### config.mk
export PLATFORM = sky130hd
export DESIGN_NAME = pixclk_div
export DESIGN_NICKNAME = d
export VERILOG_FILES = /design/src/rtl/pixclk_pkg.sv /design/src/rtl/pixclk_en_sync.sv /design/src/rtl/pixclk_phase.sv /design/src/rtl/pixclk_out_stage.sv /design/src/rtl/pixclk_div.sv
export SDC_FILE = /design/constraint.sdc
export NUM_CORES = 1
export LEC_CHECK = 0
export BUFFER_PORTS_ARGS = -buffer_cell sky130_fd_sc_hd__clkbuf_2
export CORE_MARGIN = 10
export CORE_UTILIZATION = 40
export DETAILED_ROUTE_END_ITERATION = 10
export HOLD_SLACK_MARGIN = 0.05
export PLACE_DENSITY = 0.58
export SKIP_CTS_REPAIR_TIMING = 1
export SLEW_MARGIN = 0
export SYNTH_ARGS = -nofsm -noshare
export SYNTH_HDL_FRONTEND = slang
export SYNTH_SLANG_ARGS = --single-unit
### constraint.sdc
create_clock -name clk -period 5.89 [get_ports clk]
set_input_delay 0.589 -clock clk [delete_from_list [all_inputs] [get_ports clk]]
set_output_delay 0.589 -clock clk [all_outputs]
set_load 0.05 [all_outputs]
### src/rtl/pixclk_pkg.sv
`timescale 1ns/1ps
package pixclk_pkg;
    localparam int CODE_W = 4;
    localparam int CNT_W  = 5;
    localparam logic [CODE_W-1:0] RESET_CODE = 4'd1;

    typedef enum logic [1:0] {
        SEL_NORM0 = 2'b00,
        SEL_NORM1 = 2'b01,
        SEL_NORM2 = 2'b10,
        SEL_TEST  = 2'b11
    } mode_e;

    typedef struct packed {
        logic [CNT_W-1:0] n;     // modulus in fast-clock periods
        logic             odd;   // needs half-period retime
        logic             slow;  // one extra cycle of restart latency
    } mod_t;

    function automatic mod_t mod_decode(input logic [CODE_W-1:0] c);
        mod_t m;
        m.slow = 1'b0;
        case (c)
            4'd0:  m.n = 5'd3;
            4'd1:  m.n = 5'd4;
            4'd2:  begin m.n = 5'd4;  m.slow = 1'b1; end
            4'd3:  m.n = 5'd5;
            4'd4:  m.n = 5'd6;
            4'd5:  m.n = 5'd8;
            4'd6:  begin m.n = 5'd8;  m.slow = 1'b1; end
            4'd7:  m.n = 5'd10;
            4'd8:  m.n = 5'd12;
            4'd9:  m.n = 5'd16;
            4'd10: begin m.n = 5'd16; m.slow = 1'b1; end
            default: m.n = 5'd20;
        endcase
        m.odd = m.n[0];
        return m;
    endfunction

    // first count value of the high phase: ceil(n/2)
    function automatic logic [CNT_W-1:0] high_start(input mod_t m);
        logic [CNT_W:0] t;
        t = {1'b0, m.n} + 1'b1;
        return t[CNT_W:1];
    endfunction
endpackage

### src/rtl/pixclk_en_sync.sv
`timescale 1ns/1ps
module pixclk_en_sync #(
    parameter int STAGES = 2
) (
    input  logic clk,
    input  logic rst,
    input  logic en_pin,
    input  logic en_pol,
    input  logic force_off,
    output logic en_lvl,
    output logic en_rise
);
    logic [STAGES-1:0] sh_q;
    logic              prev_q;

    // polarity applied ahead of the synchronizer so a polarity change
    // together with the matching pin change causes no false edge
    always_ff @(posedge clk) begin
        if (rst) begin
            sh_q <= '0;
        end else begin
            for (int i = STAGES - 1; i > 0; i--) sh_q[i] <= sh_q[i-1];
            sh_q[0] <= ~(en_pin ^ en_pol);
        end
    end

    assign en_lvl  = sh_q[STAGES-1] & ~force_off;
    assign en_rise = en_lvl & ~prev_q;

    always_ff @(posedge clk) begin
        if (rst) prev_q <= 1'b0;
        else     prev_q <= en_lvl;
    end
endmodule

### src/rtl/pixclk_phase.sv
`timescale 1ns/1ps
module pixclk_phase
    import pixclk_pkg::*;
(
    input  logic              clk,
    input  logic              rst,
    input  logic [CODE_W-1:0] code_in,
    input  logic              en_lvl,
    input  logic              en_rise,
    output logic              hp_q,
    output logic              odd_sel,
    output logic              run_q,
    output logic [CNT_W-1:0]  cnt_q,
    output logic [CODE_W-1:0] code_q,
    output logic              restart,
    output logic              wrap
);
    mod_t              cur;
    logic              arm_q;
    logic              run_nx;
    logic              hp_nx;
    logic [CNT_W-1:0]  cnt_nx;
    logic [CODE_W-1:0] code_nx;

    assign cur     = mod_decode(code_q);
    assign odd_sel = cur.odd;
    assign restart = cur.slow ? arm_q : en_rise;
    assign wrap    = run_q && (cnt_q == cur.n - 1'b1);

    always_comb begin
        run_nx  = run_q;
        cnt_nx  = cnt_q;
        code_nx = code_q;
        if (restart) begin
            run_nx = 1'b1;
            cnt_nx = '0;
        end else if (wrap) begin
            code_nx = code_in;
            cnt_nx  = '0;
            run_nx  = en_lvl;
        end else if (run_q) begin
            cnt_nx = cnt_q + 1'b1;
        end
        hp_nx = run_nx ? (cnt_nx >= high_start(mod_decode(code_nx))) : 1'b1;
    end

    always_ff @(posedge clk) begin
        if (rst) begin
            run_q  <= 1'b0;
            cnt_q  <= '0;
            code_q <= RESET_CODE;
            hp_q   <= 1'b1;
            arm_q  <= 1'b0;
        end else begin
            run_q  <= run_nx;
            cnt_q  <= cnt_nx;
            code_q <= code_nx;
            hp_q   <= hp_nx;
            arm_q  <= en_rise;
        end
    end
endmodule

### src/rtl/pixclk_out_stage.sv
`timescale 1ns/1ps
module pixclk_out_stage (
    input  logic clk,
    input  logic rst,
    input  logic hp_q,
    input  logic odd_sel,
    input  logic test_sel,
    input  logic test_lvl,
    output logic pix_clk
);
    logic hn_q;

    // half-period delayed copy of the rising-edge phase
    always_ff @(negedge clk) begin
        if (rst) hn_q <= 1'b1;
        else     hn_q <= hp_q;
    end

    logic div_out;
    assign div_out = odd_sel ? (hp_q | hn_q) : hp_q;
    assign pix_clk = test_sel ? test_lvl : div_out;
endmodule

### src/rtl/pixclk_div.sv
`timescale 1ns/1ps
module pixclk_div
    import pixclk_pkg::*;
#(
    parameter int SYNC_STAGES = 2
) (
    input  logic              clk,
    input  logic              rst,
    input  logic [CODE_W-1:0] mod_code,
    input  logic              en_in,
    input  logic              en_pol,
    input  logic              force_off,
    input  logic [1:0]        mode_sel,
    input  logic              test_lvl,
    output logic              pix_clk
);
    logic              en_lvl_w;
    logic              en_rise_w;
    logic              hp_w;
    logic              odd_w;
    logic              run_w;
    logic [CNT_W-1:0]  cnt_w;
    logic [CODE_W-1:0] code_w;
    logic              restart_w;
    logic              wrap_w;
    logic              test_sel_w;

    assign test_sel_w = (mode_e'(mode_sel) == SEL_TEST);

    pixclk_en_sync #(.STAGES(SYNC_STAGES)) u_sync (
        .clk       (clk),
        .rst       (rst),
        .en_pin    (en_in),
        .en_pol    (en_pol),
        .force_off (force_off),
        .en_lvl    (en_lvl_w),
        .en_rise   (en_rise_w)
    );

    pixclk_phase u_phase (
        .clk     (clk),
        .rst     (rst),
        .code_in (mod_code),
        .en_lvl  (en_lvl_w),
        .en_rise (en_rise_w),
        .hp_q    (hp_w),
        .odd_sel (odd_w),
        .run_q   (run_w),
        .cnt_q   (cnt_w),
        .code_q  (code_w),
        .restart (restart_w),
        .wrap    (wrap_w)
    );

    pixclk_out_stage u_out (
        .clk      (clk),
        .rst      (rst),
        .hp_q     (hp_w),
        .odd_sel  (odd_w),
        .test_sel (test_sel_w),
        .test_lvl (test_lvl),
        .pix_clk  (pix_clk)
    );
endmodule

; ---- Yosys cells after proc, flatten, opt, wreduce, memory -nomap -nowiden
; Cells that the tools add are included.
[word_totals]
register_bits = 16
latch_bits = 0
ramBits = 0
mem_bits_ro = 0
inputBits = 12
output_inout_bits = 1
elab_cells = 66
memories = 0
[op_classes]
n_addsub = 3
n_mul = 0
n_div = 0
magnitude_cmp = 1
n_eq_ne = 22
n_shift = 0
mux = 13
bitwise_logic = 8
reduce_logical = 11
[ops]
columns = op, n
row1 = 5-bit one-hot mux with 8 select lines, 2
row2 = "4-bit by 3-bit equality test with 1-bit output, second input constant", 8
row3 = "4-bit equality test, second input constant", 6
row4 = "4-bit by 2-bit equality test with 1-bit output, second input constant", 4
row5 = 5-bit 2-to-1 mux, 3
row6 = 2-bit OR reduction, 7
row7 = "4-bit by 1-bit equality test with 1-bit output, second input constant", 2
row8 = 4-bit logical NOT, 2
row9 = 4-bit 2-to-1 mux, 2
row10 = "5-bit by 1-bit adder with 6-bit output, second input constant", 1
row11 = 1-bit 2-to-1 mux, 6
row12 = "5-bit by 1-bit adder with 5-bit output, second input constant", 1
row13 = 5-bit equality test, 1
row14 = 5-bit greater-or-equal comparator, 1
row15 = "5-bit by 1-bit subtractor with 5-bit output, second input constant", 1
row16 = 1-bit inverter, 4
row17 = 3-bit OR reduction, 1
row18 = 1-bit AND, 2
row19 = "2-bit equality test, second input constant", 1
row20 = 1-bit logical AND, 1
row21 = 1-bit OR, 1
row22 = 1-bit XOR, 1

; ---- Longest topological paths before layout
[depth]
ltp_word = 13
depth_mapped = 20
depth_no_buf = 19

; ---- By module
; From an unflattened synthesis, not the netlist that was laid out.
[unflattened]
cells_unflattened = 159
hier_area_um2 = 1403.8
[by_module_without_submodules]
columns = module, n_inst, cells_each, area_per_inst_um2, seq_area_each_um2
row1 = pixclk_phase, 1, 142, 1242.4, 240.2
row2 = pixclk_en_sync, 1, 10, 103.8, 60.1
row3 = pixclk_out_stage, 1, 6, 51.3, 20.0
row4 = pixclk_div, 1, 1, 6.3, 0.0

==> summary by stage <==
Floorplanning
The initialized floorplan defines 20 standard-cell rows. The total die area is 0.00608 mm². During I/O placement, the number of pins put on the boundary was 13. The die is 78.0 µm wide.

The floorplan die height is 78.0 µm. The effective utilization at floorplan is 43.0%. The floorplan core area is 0.00313 mm².

Logic synthesis
The synthesized area is 0.00134 mm². The total nets after synthesis is 180. The synthesized area divided by synthesized cell count is 8.40 µm².

Synthesis inferred 16 register bits. In the synthesized netlist the async set-or-reset flop fraction comes to 0%. Counting flops with a built-in enable in the synthesized netlist gives 0. The number of standard cells after synthesis is 160. The count of unique library cells instantiated by Yosys is 51. Sequential cells were found to cover 23.8% of the synthesized design area. The most common flop cell mapped by yosys is sky130_fd_sc_hd__dfxtp_1. Yosys printed 0 warnings.

Critical path
The capturing element type of the critical path is a flip-flop. Among the stages of the critical path, the cell type that occurs most often is sky130_fd_sc_hd__a21o_1. STA classifies the critical path startpoint as a flip-flop. Of all nets on the critical path, the largest fanout is 11. The signal on the critical path passes through or2_2, a21o_1, ha_1, o21ba_2, o21ai_0, a21oi_1, o211a_1, nand2_4, mux2i_1, ha_1, or3_2, a22oi_1, nor3_1, ha_1, a21o_1, a21o_1, a21o_1, a21o_1, a311o_1. The largest stage delay on the critical path is 0.48 ns. The gate family responsible for the most delay along the worst path is compound AO/OA/AOI/OAI gates. The number of buffer and inverter instances along the worst setup path is 0. The worst setup slack for register-to-register paths is 1.17 ns. The critical path is of the flip-flop to flip-flop type. The arrival time at the worst endpoint is 4.90 ns. The slowest stage of the critical path belongs to the cell sky130_fd_sc_hd__or3_2.

The required time reported for the critical path endpoint is 6.07 ns.

STA
Once routing completed, OpenROAD measured the worst setup slack at 1.17 ns. The count of pins over their slew limit is 0. Setup repair after global routing left no endpoint under its margin. The setup skew after layout is 0.0558 ns.

The hold violation count in the final report is 0. The sum of negative setup slack is 0 ns. The smallest clock period supported by the final layout is computed as 4.72 ns. The tightest hold path in the finished design has a slack of 0.432 ns.

Static timing analysis puts the maximum clock frequency at 0.212 GHz. The worst path uses 80.1% of the clock period. The setup violation total in the final timing report is 0.

Final layout
The antenna diode instance count is 0. The post-layout net count is 190. The area growth from synthesis to layout is 8.29%. For this run, the number of standard cells in the final layout without fillers is 213.

The filler cells instantiated in the layout total 296. Cells with a size suffix above 1 make up 19.5% of the layout.

Clocking
The clock latency on the worst-skew pair is 0.34 ns. The count of clock tree sinks is 16. The count of H-tree levels built during CTS is 1. Clock-pin slew was measured on the worst setup and hold paths at 0.09 ns. The tree is rooted in a sky130_fd_sc_hd__clkbuf_4.

The number of CTS-inserted buffers is 3. TritonCTS built the clock tree. The longest clock path from root to sink contains 2 buffers.

Place
After detailed placement, the design holds a cell count of 209. Port buffering added 12 buffers. The wire-length estimate of the detail-placed layout is 2350 µm. At the end of routability-driven placement, the weighted congestion stood at 0.862. The post-place setup slack is 1.22 ns.

Detailed routing
Once detail routing completed, the nets flagged for antenna violations numbered 0. The number of vias in the routed layout is 1164. The mean routed wirelength per cell is 13.8 µm. For this block, the routed nets add up to 2950 µm of wire. The number of vias per cell is 5.46.

The number of remaining DRC errors is 0. The first detailed-routing pass took 4 iterations. After the first detailed-routing iteration, the DRC count stood at 74.

Power
Summed over all cells, the static leakage comes to 0.629 nW. In this run the power density over the cells is 146 mW/mm². Across the VDD grid, the largest voltage drop is 0.000104 V.

Global route
The number of antenna violations at the first check in global routing is 0. The number of global-route vias before repair came to 1119. The wire length of the first global-routing pass is 5150 µm.

The all-layer global routing usage is 10.1%. The final global-route overflow total is 0. The pin count of the biggest net entering global routing is 16.

Status
The run finished with clean final reports.

Flow run
The count of max-cap constraint violations is 0.

Worst hold path
The path class of the lowest-slack min-delay path is flip-flop to flip-flop.
-- per-layer routing --
layer | vias up | wire (µm) | global-route usage [%]
li1 | 607 | - | -
met1 | 542 | 1390 | 12.8
met2 | 11 | 1440 | 16.6
met3 | 4 | 88 | 2.53
met4 | 0 | 35 | 2.51
met5 | - | 0 | 0
-- metrics by stage --
stage	util, %	total power, mW	area, µm²
5_1_grt	46.5	0.224	1460
4_1_cts	46.5	0.215	1460
6_report	46.5	0.212	1460
3_5_place_dp	45.4	0.143	1420
2_1_floorplan	-	0.134	1340
3_3_place_gp	45.4	0.143	1420
-- Yosys cell counts, types with 3 or more instances --
cell / count / area (µm²)
sky130_fd_sc_hd__nand2_1: 10 / 37.5
sky130_fd_sc_hd__nand3b_1: 3 / 22.5
sky130_fd_sc_hd__nor3_1: 3 / 15.0
sky130_fd_sc_hd__ha_1: 8 / 100
sky130_fd_sc_hd__nor2_1: 10 / 37.5
sky130_fd_sc_hd__a21oi_1: 11 / 55.1
sky130_fd_sc_hd__clkbuf_1: 3 / 11.3
sky130_fd_sc_hd__mux2i_1: 6 / 60.1
sky130_fd_sc_hd__a211oi_1: 4 / 30.0
sky130_fd_sc_hd__o211ai_1: 3 / 22.5
sky130_fd_sc_hd__nand3_1: 6 / 30.0
sky130_fd_sc_hd__nand2b_1: 9 / 56.3
sky130_fd_sc_hd__a21o_1: 6 / 45.0
sky130_fd_sc_hd__o21ai_0: 10 / 50.1
sky130_fd_sc_hd__or2_2: 3 / 18.8
sky130_fd_sc_hd__dfxtp_1: 16 / 320
sky130_fd_sc_hd__xor2_1: 4 / 35.0
sky130_fd_sc_hd__xnor2_1: 5 / 43.8
-- report_power, final --
group / total, mW / internal, mW / switching, mW
clock: 0.0734 / 0.0385 / 0.0349
combinational: 0.0259 / 0.0111 / 0.0147
sequential: 0.113 / 0.110 / 0.00217
total: 0.212 / 0.160 / 0.0518
-- layout by cell type (no fill, tap or decap), types with 2 or more instances in the layout --
master	instances
sky130_fd_sc_hd__o21ai_0	10
sky130_fd_sc_hd__nand2_1	10
sky130_fd_sc_hd__and3_1	2
sky130_fd_sc_hd__or2_2	3
sky130_fd_sc_hd__xnor2_1	5
sky130_fd_sc_hd__dfxtp_1	16
sky130_fd_sc_hd__xor2_1	4
sky130_fd_sc_hd__a31oi_1	2
sky130_fd_sc_hd__a211oi_1	4
sky130_fd_sc_hd__o21bai_1	2
sky130_fd_sc_hd__o211ai_1	3
sky130_fd_sc_hd__a21oi_1	11
sky130_fd_sc_hd__a21o_1	6
sky130_fd_sc_hd__nand3_1	6
sky130_fd_sc_hd__nor2b_1	2
sky130_fd_sc_hd__clkbuf_4	3
sky130_fd_sc_hd__nand2b_1	9
sky130_fd_sc_hd__clkbuf_2	12
sky130_fd_sc_hd__mux2_4	2
sky130_fd_sc_hd__nor2_1	10
sky130_fd_sc_hd__nand4_1	2
sky130_fd_sc_hd__mux2i_1	6
sky130_fd_sc_hd__ha_1	8
sky130_fd_sc_hd__nor3_1	3
sky130_fd_sc_hd__nand3b_1	3
-- registers in the layout, summed over array words and instances, names as in the netlist --
register        count
u_phase.code_q      4
u_sync.sh_q         2
u_phase.arm_q       1
u_phase.cnt_q       5
u_sync.prev_q       1
u_phase.run_q       1
u_phase.hp_q        1
u_out.hn_q          1
-- final timing paths --
kind | from | endpoint | depth (start not counted)
setup / recovery | u_phase.code_q[1]$_SDFF_PP0_ | u_phase.hp_q$_SDFF_PP1_ | 19
hold / removal | u_sync.prev_q$_SDFF_PP0_ | u_phase.arm_q$_SDFF_PP0_ | 1
setup reg to reg | u_phase.code_q[1]$_SDFF_PP0_ | u_phase.hp_q$_SDFF_PP1_ | 19
hold reg to reg | u_sync.prev_q$_SDFF_PP0_ | u_phase.arm_q$_SDFF_PP0_ | 1
-- cell type report --
class                           count  area, µm²  share of cell area [%]
Clock buffer                        4       36.3                    2.49
Clock inverter                      1       3.75                   0.258
Multi-Input combinational cell    136        980                    67.3
Sequential cell                    16        320                    22.0
Tap cell                           44       55.1                    3.78
Timing Repair Buffer               12       60.1                    4.13
-- logic make-up (layout without fill, tap and decap cells) --
logic type	count (synthesis)	in the layout	synth area share, %
AOI/OAI and AO/OA	50	50	26.7
and+or+nand+nor	59	59	25.0
DFF	16	16	23.8
muxes	9	9	7.54
buffers and inverters	8	17	3.26
other	1	1	0.279
xor gates and xnor gates	9	9	5.87
adders and majority gates	8	8	7.45
No activity file was read; power rests on OpenSTA's default activity.
